`config.mk`:
```
export PLATFORM = sky130hd
export DESIGN_NAME = phase_commutator
export DESIGN_NICKNAME = d
export VERILOG_FILES = /design/src/rtl/pc_pkg.sv /design/src/rtl/pc_incond.sv /design/src/rtl/pc_regs.sv /design/src/rtl/pc_map.sv /design/src/rtl/phase_commutator.sv
export SDC_FILE = /design/constraint.sdc
export NUM_CORES = 1
export LEC_CHECK = 0
export ABC_AREA = 1
export BUFFER_PORTS_ARGS = -buffer_cell sky130_fd_sc_hd__buf_2
export CORE_MARGIN = 2
export CORE_UTILIZATION = 45
export DETAILED_ROUTE_END_ITERATION = 16
export GPL_ROUTABILITY_DRIVEN = 0
export PLACE_DENSITY_LB_ADDON = 0.12
export SYNTH_ARGS = -nofsm -noshare
export SYNTH_HDL_FRONTEND = slang
export SYNTH_SLANG_ARGS = --single-unit
export TNS_END_PERCENT = 100
```
`constraint.sdc`:
```
create_clock -name clk -period 1.19 [get_ports clk]
set_input_delay 0.238 -clock clk [delete_from_list [all_inputs] [get_ports clk]]
set_output_delay 0.238 -clock clk [all_outputs]
set_load 0.005 [all_outputs]
```
`src/rtl/pc_pkg.sv`:
```
package pc_pkg;
   localparam int REG_W = 32;
   localparam int PAT_W = 3;

   localparam logic [1:0] GRP_SEL_B = 2'b01;

   typedef struct packed {
      logic [1:0] flt_rate;
      logic       flt_en;
      logic [1:0] grp_sel;
      logic       grp_dis_en;
      logic       out_en;
      logic       invert;
      logic       lo_pwm;
      logic       hi_pwm;
      logic       swap_vw;
      logic       align_pwm;
      logic       src_soft;
      logic [2:0] soft_pat;
   } ctl_t;

   localparam int CTL_W = $bits(ctl_t);
endpackage

```
`src/rtl/pc_incond.sv`:
```
module pc_incond #(
   parameter int W           = 3,
   parameter int SYNC_STAGES = 2,
   parameter int FLT_SAMPLES = 3,
   parameter int STEP_LOG2   = 2
) (
   input  logic         clk,
   input  logic         rst_n,
   input  logic [W-1:0] raw,
   input  logic         flt_en,
   input  logic [1:0]   flt_rate,
   output logic [W-1:0] cond
);
   localparam int PW = STEP_LOG2 * 3;

   logic [PW-1:0] pre_cnt;
   logic [PW-1:0] pre_mask;
   logic          tick;
   logic [W-1:0]  synced;
   logic [W-1:0]  flt_q;

   always_comb begin
      pre_mask = '0;
      for (int b = 0; b < PW; b++)
         pre_mask[b] = (b < STEP_LOG2 * int'(flt_rate));
   end

   assign tick = ((pre_cnt & pre_mask) == pre_mask);

   always_ff @(posedge clk) begin
      if (!rst_n) pre_cnt <= '0;
      else        pre_cnt <= pre_cnt + 1'b1;
   end

   for (genvar i = 0; i < W; i++) begin : g_bit
      logic [SYNC_STAGES-1:0] sy;
      always_ff @(posedge clk) begin
         if (!rst_n) sy <= '0;
         else        sy <= {sy[SYNC_STAGES-2:0], raw[i]};
      end
      assign synced[i] = sy[SYNC_STAGES-1];

      if (FLT_SAMPLES == 2) begin : g_short
         logic hist;
         always_ff @(posedge clk) begin
            if (!rst_n) begin
               hist     <= 1'b0;
               flt_q[i] <= 1'b0;
            end else if (tick) begin
               hist <= synced[i];
               if (hist == synced[i]) flt_q[i] <= synced[i];
            end
         end
      end else begin : g_long
         logic [FLT_SAMPLES-2:0] hist;
         always_ff @(posedge clk) begin
            if (!rst_n) begin
               hist     <= '0;
               flt_q[i] <= 1'b0;
            end else if (tick) begin
               hist <= {hist[FLT_SAMPLES-3:0], synced[i]};
               if (hist == {(FLT_SAMPLES-1){synced[i]}}) flt_q[i] <= synced[i];
            end
         end
      end
   end

   assign cond = flt_en ? flt_q : synced;


   flt_tick_chk: assert property (@(posedge clk) disable iff (!rst_n)
      !$stable(flt_q) |-> $past(tick));
endmodule

```
`src/rtl/pc_regs.sv`:
```
module pc_regs
   import pc_pkg::*;
(
   input  logic clk,
   input  logic rst_n,
   input  logic wr,
   input  ctl_t wdata,
   input  logic grp_a,
   input  logic grp_b,
   output ctl_t ctl
);
   logic dis_hit;

   assign dis_hit = ctl.grp_dis_en && ((ctl.grp_sel == GRP_SEL_B) ? grp_b : grp_a);

   always_ff @(posedge clk) begin
      if (!rst_n) begin
         ctl <= '0;
      end else begin
         if (wr)      ctl        <= wdata;
         if (dis_hit) ctl.out_en <= 1'b0;
      end
   end


   oe_clr_chk: assert property (@(posedge clk) disable iff (!rst_n)
      dis_hit |=> !ctl.out_en);


   wr_load_chk: assert property (@(posedge clk) disable iff (!rst_n)
      (wr && !dis_hit) |=> (ctl == $past(wdata)));
endmodule

```
`src/rtl/pc_map.sv`:
```
module pc_map (
   input  logic [2:0] pat,
   input  logic       swap_vw,
   input  logic       hi_pwm,
   input  logic       lo_pwm,
   input  logic       invert,
   input  logic       pwm,
   output logic [5:0] drv
);
   logic [2:0] hi_oh, lo_oh;
   logic       hi_lvl, lo_lvl;

   always_comb begin
      unique case (pat)
         3'b001:  begin hi_oh = 3'b001; lo_oh = 3'b010; end
         3'b011:  begin hi_oh = 3'b001; lo_oh = 3'b100; end
         3'b010:  begin hi_oh = 3'b010; lo_oh = 3'b100; end
         3'b110:  begin hi_oh = 3'b010; lo_oh = 3'b001; end
         3'b100:  begin hi_oh = 3'b100; lo_oh = 3'b001; end
         3'b101:  begin hi_oh = 3'b100; lo_oh = 3'b010; end
         default: begin hi_oh = 3'b000; lo_oh = 3'b000; end
      endcase
   end

   assign hi_lvl = hi_pwm ? pwm : 1'b1;
   assign lo_lvl = lo_pwm ? pwm : 1'b1;

   for (genvar i = 0; i < 3; i++) begin : g_phase
      localparam int ALT = (3 - i) % 3;
      logic on_hi, on_lo;
      assign on_hi      = swap_vw ? hi_oh[ALT] : hi_oh[i];
      assign on_lo      = swap_vw ? lo_oh[ALT] : lo_oh[i];
      assign drv[2*i]   = invert ^ (on_hi & hi_lvl);
      assign drv[2*i+1] = invert ^ (on_lo & lo_lvl);
   end


   always_comb begin
      pair_oh_chk: assert ($onehot0(hi_oh) && ((hi_oh & lo_oh) == 3'b000));
   end
endmodule

```
`src/rtl/phase_commutator.sv`:
```
module phase_commutator
   import pc_pkg::*;
#(
   parameter int SYNC_STAGES = 2,
   parameter int FLT_SAMPLES = 3,
   parameter int STEP_LOG2   = 2
) (
   input  logic              clk,
   input  logic              rst_n,
   input  logic              reg_wr,
   input  logic [REG_W-1:0]  reg_wdata,
   output logic [REG_W-1:0]  reg_rdata,
   input  logic [PAT_W-1:0]  hall_in,
   input  logic              pwm_in,
   input  logic              grp_a_dis,
   input  logic              grp_b_dis,
   output logic [2*PAT_W-1:0] drv_out,
   output logic              drv_oe
);
   localparam int RSV_W = REG_W - CTL_W - PAT_W;

   if (SYNC_STAGES < 2) begin : g_bad_sync
      $error("SYNC_STAGES must be at least 2");
   end
   if (FLT_SAMPLES < 2) begin : g_bad_flt
      $error("FLT_SAMPLES must be at least 2");
   end
   if (STEP_LOG2 < 1) begin : g_bad_step
      $error("STEP_LOG2 must be at least 1");
   end
   if (RSV_W < 0) begin : g_bad_word
      $error("control fields do not fit the register word");
   end

   ctl_t             ctl;
   logic [PAT_W-1:0] ext_pat;
   logic [PAT_W-1:0] sel_pat;
   logic [PAT_W-1:0] cur_pat;
   logic             pwm_q;
   logic             pwm_rise;
   logic             unused_hi_bits;

   assign unused_hi_bits = ^reg_wdata[REG_W-1:CTL_W];

   pc_regs u_regs (
      .clk   (clk),
      .rst_n (rst_n),
      .wr    (reg_wr),
      .wdata (ctl_t'(reg_wdata[CTL_W-1:0])),
      .grp_a (grp_a_dis),
      .grp_b (grp_b_dis),
      .ctl   (ctl)
   );

   pc_incond #(
      .W           (PAT_W),
      .SYNC_STAGES (SYNC_STAGES),
      .FLT_SAMPLES (FLT_SAMPLES),
      .STEP_LOG2   (STEP_LOG2)
   ) u_incond (
      .clk      (clk),
      .rst_n    (rst_n),
      .raw      (hall_in),
      .flt_en   (ctl.flt_en),
      .flt_rate (ctl.flt_rate),
      .cond     (ext_pat)
   );

   assign sel_pat  = ctl.src_soft ? ctl.soft_pat : ext_pat;
   assign pwm_rise = pwm_in && !pwm_q;

   always_ff @(posedge clk) begin
      if (!rst_n) begin
         pwm_q   <= 1'b0;
         cur_pat <= '0;
      end else begin
         pwm_q <= pwm_in;
         if (!ctl.align_pwm || pwm_rise) cur_pat <= sel_pat;
      end
   end

   pc_map u_map (
      .pat     (cur_pat),
      .swap_vw (ctl.swap_vw),
      .hi_pwm  (ctl.hi_pwm),
      .lo_pwm  (ctl.lo_pwm),
      .invert  (ctl.invert),
      .pwm     (pwm_in),
      .drv     (drv_out)
   );

   assign drv_oe    = ctl.out_en;
   assign reg_rdata = {{RSV_W{1'b0}}, sel_pat, ctl};


   phase_hold_chk: assert property (@(posedge clk) disable iff (!rst_n)
      (ctl.align_pwm && !(pwm_in && !pwm_q)) |=> $stable(cur_pat));


   step_pair_chk: assert property (@(posedge clk) disable iff (!rst_n)
      (!ctl.hi_pwm && !ctl.lo_pwm && !ctl.invert && cur_pat != 3'b000 && cur_pat != 3'b111)
      |-> ($countones(drv_out) == 2));


   idle_out_chk: assert property (@(posedge clk) disable iff (!rst_n)
      (cur_pat == 3'b000 || cur_pat == 3'b111) |-> (drv_out == {6{ctl.invert}}));
endmodule

```
==> impl_metrics.sql, run 1 <==
INSERT INTO impl_metrics (metric_group, metric, value, unit) VALUES
('cells_and_area', 'final_nets', '355', ''),
('floorplanning', 'placement_rows', '23', ''),
('power', 'leakage', '1.20', 'nW'),
('sta', 'layout_min_cycle_time', '1.44', 'ns'),
('critical_path', 'cp_data_required_time', '0.95', 'ns'),
('cts', 'clk_latency', '0.29', 'ns'),
('power', 'total_power', '3.37', 'mW'),
('sta', 'largest_clock_skew_in_the_final_design', '0.00852', 'ns'),
('drt', 'drt_first_iter_violations', '96', ''),
('floorplanning', 'fp.dieArea', '4720', 'um^2'),
('critical_path', 'critical_path.startpoint_type', 'register', ''),
('critical_path', 'worstPathArrival', '1.20', 'ns'),
('synth', 'ys_ff_latch', '41', ''),
('cells_and_area', 'insertedDiodeCount', '0', ''),
('critical_path', 'timing.critical_path.to', 'drv_out[5]', ''),
('synth', 'ys_seq_area_share', '43.5', '%'),
('cells_and_area', 'mostFrequentLayoutCell', 'buf_2', ''),
('global_route', 'grt_overflow', '0', ''),
('critical_path', 'regToRegStartpoint', 'u_incond.pre_cnt[0]', ''),
('placement', 'postPlaceCellArea', '2170', 'um^2'),
('sta', 'drv_slew', '0', ''),
('global_route', 'grt_pass1_vias', '1342', ''),
('synth', 'syn-mean-instance-area', '7.45', 'um^2'),
('drt', 'routed_wl', '3790', 'um'),
('synth', 'ys_warn_count', '0', ''),
('floorplanning', 'i_o_pin_count', '80', ''),
('synth', 'yosys.cell_types.count', '23', ''),
('cts', 'cts.hold.buffers_added', '0', ''),
('cts', 'root_buffer', 'clkbuf_8', ''),
('cells_and_area', 'nFillCells', '386', ''),
('synth', 'synthesis.area', '1890', 'um^2'),
('placement', 'io_buffer_count', '50', ''),
('power', 'power.density_cell_area', '1380', 'nW/um^2'),
('cts', 'cts_max_level', '2', ''),
('cells_and_area', 'most-common-layout-cells', 'buf_2, nand2_1, dfxtp_1, inv_1, o21ai_0', ''),
('cells_and_area', 'layout-drive-gt1-share', '35.0', '%'),
('critical_path', 'worst-r2r-setup-slack', '0.11', 'ns'),
('sta', 'layout_worst_path_cycle_share', '121', '%'),
('sta', 'post-route-worst-setup-slack', '-0.249', 'ns'),
('placement', 'placement.setup.worst_slack', '-0.0359', 'ns'),
('drt', 'vias_per_cell', '4.63', ''),
('drt', 'remaining_drc_errors', '0', ''),
('drt', 'antenna_left', '0', ''),
('drt', 'firstDrtPassIters', '4', ''),
('placement', 'detailed_place_hpwl', '2730', 'um'),
('flow_run', 'max_cap_violations', '0', ''),
('power', 'peakVddDrop', '0.816', 'mV'),
('sta', 'setup_tns', '-1.95', 'ns'),
('floorplanning', 'die_height', '68.7', 'um'),
('floorplanning', 'floorplan.die.width', '68.7', 'um'),
('global_route', 'wire_length_of_the_first_global_routing_pass', '5700', 'um'),
('sta', 'setup_viol', '10', ''),
('floorplanning', 'start_util', '46.8', '%'),
('sta', 'maxClockFrequency', '0.695', 'GHz'),
('cts', 'tritoncts_clock_tree', 'yes', ''),
('critical_path', 'reg_to_reg_endpoint', 'u_incond.g_bit[2].g_long.hist[0]', ''),
('cts', 'clk_pin_slew_worst_paths', '0.08', 'ns'),
('cells_and_area', 'postLayoutCellArea', '2450', 'um^2'),
('global_route', 'grt.total_usage', '15.9', '%'),
('synth', 'synthesis.instances', '253', ''),
('cts', 'tritoncts_num_sinks', '41', ''),
('critical_path', 'reg2reg_depth', '5', ''),
('sta', 'rsz_0062_raised_after_global_routing', 'yes', ''),
('floorplanning', 'design.core.area', '4030', 'um^2'),
('cts', 'cts_inserted_buffers', '5', ''),
('sta', 'timing_hold_violations_final', '0', ''),
('cts', 'clock_tree.buffer_depth', '2', ''),
('global_route', 'grt_max_degree', '21', ''),
('critical_path', 'critPathKind', 'register to primary output', ''),
('cells_and_area', 'final_cells', '364', ''),
('outcome', 'violated_checks', 'negative setup slack', ''),
('drt', 'routedWlPerCell', '10.4', 'um'),
('drt', 'vias', '1686', ''),
('outcome', 'run_status', 'finished with violations', ''),
('critical_path', 'critPathMaxFanout', '5', ''),
('critical_path', 'crit_path_start', 'cur_pat[1]', ''),
('cells_and_area', 'syn2layout_area_growth', '29.7', '%'),
('placement', 'dp_cells', '352', ''),
('critical_path', 'crit_path_end_kind', 'primary output', ''),
('worst_hold_path', 'hp-class', 'input pin to register', ''),
('global_route', 'grt_antenna_before_repair', '0', '');
flip-flops by register name, indices dropped and copies added, names as in the netlist:
name                        cells
u_incond.g_bit.g_long.hist      6
u_incond.flt_q                  3
u_incond.g_bit.sy               6
cur_pat                         3
pwm_q                           1
u_regs.ctl                     16
u_incond.pre_cnt                6
power breakdown:
part           internal, mW  switching [mW]  total, mW
Sequential             1.46          0.0802       1.54
Clock                 0.833           0.471       1.30
Combinational         0.254           0.271      0.525
what timing repair did:
action / CTS / global route
pin swaps: 7 / 6
gates resized for setup: 24 / 23
buffers inserted: 3 / 3
setup endpoints to repair: 10 / 17
per-stage QoR:
step	hold WS [ns]	util [%]
after floorplan	0.331	-
after global placement	0.395	53.9
final	0.131	60.7
after CTS	0.121	58.8
after detailed placement	0.401	53.9
after global routing	0.136	60.7
worst max-delay path, stage by stage (launching register included):
cell     delay, ns
dfxtp_4       0.40
inv_4         0.05
o21ai_2       0.10
nand3_1       0.10
xor2_1        0.14
buf_2         0.12
layout make-up:
cell class | count | area, um^2 | share of cell area [%]
clock buffer | 5 | 68.8 | 2.81
clock inverter | 3 | 65.1 | 2.66
inverter | 34 | 138 | 5.63
multi-input combinational | 164 | 865 | 35.3
sequential | 41 | 840 | 34.3
tap | 50 | 62.6 | 2.56
timing repair buffer | 67 | 408 | 16.7
Yosys cell counts:
cell type   n  area (um^2)
a21oi_1    23          115
and3_1      1         6.26
buf_2       4         20.0
buf_4      19          143
buf_6       1         11.3
clkbuf_1    2         7.51
conb_1      1         3.75
dfxtp_1    41          821
ha_1        1         12.5
inv_1      33          124
inv_2       1         3.75
nand2_1    40          150
nand3_1     8         40.0
nand3_2     2         20.0
nand4_1     6         37.5
nor2_1     20         75.1
nor3_1      5         25.0
o21a_1      3         22.5
o21ai_0    30          150
o21ai_1     2         10.0
o21ai_2     3         26.3
xnor2_1     1         8.76
xor2_1      6         52.6
metal layers:
layer	vias to the layer above	wire [um]	global-route usage, %
met1	734	1790	21.0
met3	4	210	3.90
met4	0	28	6.86
li1	903	-	-
met5	-	0	0
met2	45	1760	24.6
worst min-delay path by stage:
stage          depth (start not counted)               startpoint                 endpoint  slack, ns
2_1_floorplan                          2                   pwm_in                    pwm_q       0.33
3_3_place_gp                           2  u_incond.g_bit[1].sy[0]  u_incond.g_bit[1].sy[1]       0.40
3_5_place_dp                           2  u_incond.g_bit[2].sy[0]  u_incond.g_bit[2].sy[1]       0.40
4_1_cts                                3               hall_in[0]  u_incond.g_bit[0].sy[0]       0.12
5_1_grt                                3               hall_in[2]  u_incond.g_bit[2].sy[0]       0.14
6_report                               3               hall_in[0]  u_incond.g_bit[0].sy[0]       0.13
cell families after synthesis:
family,Yosys count,share of synthesized area [%]
AND/OR/NAND/NOR,82,18.8
other,1,0.199
AO/OA/AOI/OAI,61,17.2
XOR/XNOR,7,3.25
adder cells (fa/ha/maj),1,0.663
buffers and inverters,60,16.4
flip-flops,41,43.5
No activity file was read; power rests on OpenSTA's default activity.
==> run 2, diff against run 1 <==
--- a/config.mk
+++ b/config.mk
@@ -11,6 +11,7 @@
 export CORE_UTILIZATION = 45
 export DETAILED_ROUTE_END_ITERATION = 16
 export GPL_ROUTABILITY_DRIVEN = 0
+export GPL_TIMING_DRIVEN = 0
 export PLACE_DENSITY_LB_ADDON = 0.12
 export SYNTH_ARGS = -nofsm -noshare
 export SYNTH_HDL_FRONTEND = slang
==> run 2 against run 1 <==
The flow still finishes with violations (negative setup slack). Die area stayed put. Clock power is 27% lower. Cell count is 4.4% higher. Sequential power hardly changed. Fmax is 1.3% lower. Critical path type unchanged. Critical endpoint unchanged.
==> impl_metrics.sql, run 2 (synthesis gave the netlist of run 1 again) <==
INSERT INTO impl_metrics (metric_group, metric, value, unit) VALUES
('critical_path', 'worst-r2r-setup-slack', '0.06', 'ns'),
('global_route', 'wire_length_of_the_first_global_routing_pass', '6870', 'um'),
('outcome', 'violated_checks', 'negative setup slack', ''),
('critical_path', 'crit_path_end_kind', 'primary output', ''),
('cells_and_area', 'postLayoutCellArea', '2500', 'um^2'),
('power', 'peakVddDrop', '0.636', 'mV'),
('worst_hold_path', 'hp-class', 'input pin to register', ''),
('drt', 'drt_first_iter_violations', '69', ''),
('global_route', 'grt_overflow', '0', ''),
('cells_and_area', 'layout-drive-gt1-share', '37.3', '%'),
('floorplanning', 'design.core.area', '4030', 'um^2'),
('cts', 'cts_inserted_buffers', '5', ''),
('sta', 'largest_clock_skew_in_the_final_design', '0.00879', 'ns'),
('global_route', 'grt_antenna_before_repair', '0', ''),
('worst_hold_path', 'whs_endpoint', 'u_incond.g_bit[2].sy[0]', ''),
('cells_and_area', 'syn2layout_area_growth', '32.6', '%'),
('cts', 'root_buffer', 'clkbuf_8', ''),
('cts', 'clock_tree.buffer_depth', '2', ''),
('critical_path', 'regToRegStartpoint', 'pwm_q', ''),
('worst_hold_path', 'holdCritStartpoint', 'hall_in[2]', ''),
('critical_path', 'critPathMaxFanout', '5', ''),
('cts', 'tritoncts_clock_tree', 'yes', ''),
('drt', 'routed_wl', '4290', 'um'),
('sta', 'layout_min_cycle_time', '1.46', 'ns'),
('placement', 'detailed_place_hpwl', '2990', 'um'),
('critical_path', 'critPathKind', 'register to primary output', ''),
('drt', 'remaining_drc_errors', '0', ''),
('cts', 'clk_latency', '0.29', 'ns'),
('global_route', 'grt.total_usage', '19.6', '%'),
('sta', 'rsz_0062_raised_after_global_routing', 'yes', ''),
('critical_path', 'reg_to_reg_endpoint', 'cur_pat[2]', ''),
('cells_and_area', 'nFillCells', '396', ''),
('critical_path', 'reg2reg_depth', '3', ''),
('sta', 'maxClockFrequency', '0.686', 'GHz'),
('power', 'power.density_cell_area', '1220', 'nW/um^2'),
('cts', 'cts_max_level', '2', ''),
('cells_and_area', 'number_of_flip_flops_under_the_largest_register_name', '16', ''),
('cells_and_area', 'most-common-layout-cells', 'buf_2, nand2_1, inv_1, dfxtp_1, o21ai_0', ''),
('placement', 'dp_cells', '364', ''),
('critical_path', 'cp_data_required_time', '0.95', 'ns'),
('floorplanning', 'die_height', '68.7', 'um'),
('cells_and_area', 'final_cells', '380', ''),
('power', 'leakage', '1.25', 'nW'),
('floorplanning', 'placement_rows', '23', ''),
('drt', 'routedWlPerCell', '11.3', 'um'),
('sta', 'timing_hold_violations_final', '0', ''),
('cells_and_area', 'mostFrequentLayoutCell', 'buf_2', ''),
('drt', 'vias_per_cell', '4.69', ''),
('sta', 'drv_slew', '0', ''),
('outcome', 'run_status', 'finished with violations', ''),
('cells_and_area', 'insertedDiodeCount', '0', ''),
('drt', 'firstDrtPassIters', '4', ''),
('critical_path', 'worstPathArrival', '1.22', 'ns'),
('floorplanning', 'start_util', '46.8', '%'),
('worst_hold_path', 'whs_path_depth', '3', ''),
('cells_and_area', 'final_nets', '371', ''),
('floorplanning', 'floorplan.die.width', '68.7', 'um'),
('placement', 'io_buffer_count', '49', ''),
('cts', 'tritoncts_num_sinks', '41', ''),
('placement', 'postPlaceCellArea', '2240', 'um^2'),
('sta', 'post-route-worst-setup-slack', '-0.267', 'ns'),
('flow_run', 'max_cap_violations', '0', ''),
('sta', 'setup_viol', '9', ''),
('critical_path', 'critical_path.startpoint_type', 'register', ''),
('global_route', 'grt_pass1_vias', '1575', ''),
('cells_and_area', 'register_ranked_first_by_flip_flop_count', 'u_regs.ctl', ''),
('floorplanning', 'fp.dieArea', '4720', 'um^2'),
('drt', 'antenna_left', '0', ''),
('sta', 'relSlewSlack', '62.0', '%'),
('floorplanning', 'i_o_pin_count', '80', ''),
('global_route', 'grt_max_degree', '14', ''),
('sta', 'layout_worst_path_cycle_share', '122', '%'),
('sta', 'tightestPinTransition', '0.564', 'ns'),
('cts', 'clk_pin_slew_worst_paths', '0.08', 'ns'),
('drt', 'vias', '1781', ''),
('cts', 'cts.hold.buffers_added', '0', '');
run 2: cell types whose count changed in the layout (fill, tap and decap cells not counted), sizes merged:
cell | before | now
buf | 67 | 81
bufinv | 2 | 0
clkbuf | 5 | 8
clkinv | 1 | 2
run 2: per-layer routing:
layer  vias to the layer above  track usage, %  wire (um)
met2                        61            31.0       2010
met1                       773            25.3       1930
met3                         7            4.87        281
met5                         -               0          0
met4                         0            8.82         69
li1                        940               -          -
run 2: cell type report:
type	count	area [um^2]	share of cell area (%)
Buffer	25	174	6.95
Clock buffer	6	82.6	3.30
Clock inverter	2	13.8	0.550
Inverter	34	133	5.30
Multi-Input combinational cell	164	861	34.4
Sequential cell	41	848	33.9
Tap cell	50	62.6	2.50
Timing Repair Buffer	58	327	13.1
run 2: where the power goes:
group | internal, mW | total, mW | switching, mW
logic | 0.282 | 0.564 | 0.282
clock network | 0.470 | 0.952 | 0.482
registers | 1.46 | 1.55 | 0.0848
total | 2.21 | 3.06 | 0.849
run 2: through the flow:
stage	power, mW	hold slack, ns	setup WS, ns	setup TNS [ns]	util [%]
after global routing	3.24	0.122	-0.350	-2.88	62.1
after floorplan	1.88	0.331	0.0672	0	-
final	3.06	0.119	-0.267	-1.96	62.1
after CTS	3.05	0.114	-0.244	-1.97	60.2
after detailed placement	2.07	0.398	-0.0821	-0.901	55.6
after global placement	2.06	0.396	-0.0784	-1.02	55.6
run 2: worst max-delay path by stage:
stage               slack (ns)                          endpoint  cells after the start            from
global route             -0.35                        drv_out[4]                      6      cur_pat[0]
floorplan                 0.07  u_incond.g_bit[1].g_long.hist[0]                      5  u_regs.ctl[14]
detailed placement       -0.08  u_incond.g_bit[1].g_long.hist[1]                      5  u_regs.ctl[14]
CTS                      -0.24                        drv_out[5]                      6      cur_pat[1]
global placement         -0.08  u_incond.g_bit[0].g_long.hist[1]                      4           rst_n
finish                   -0.27                        drv_out[5]                      5      cur_pat[1]
run 2: worst max-delay path, stage by stage, from the launching register on:
cell	delay (ns)
dfxtp_4	0.39
inv_4	0.04
o21ai_1	0.14
nand3_2	0.09
xor2_1	0.13
buf_2	0.12
run 2: repair_timing:
item	CTS	global route
pin swaps	4	4
setup buffers	6	4
setup endpoints to repair	15	18
hold endpoints to repair	0	0
resized for setup	27	19
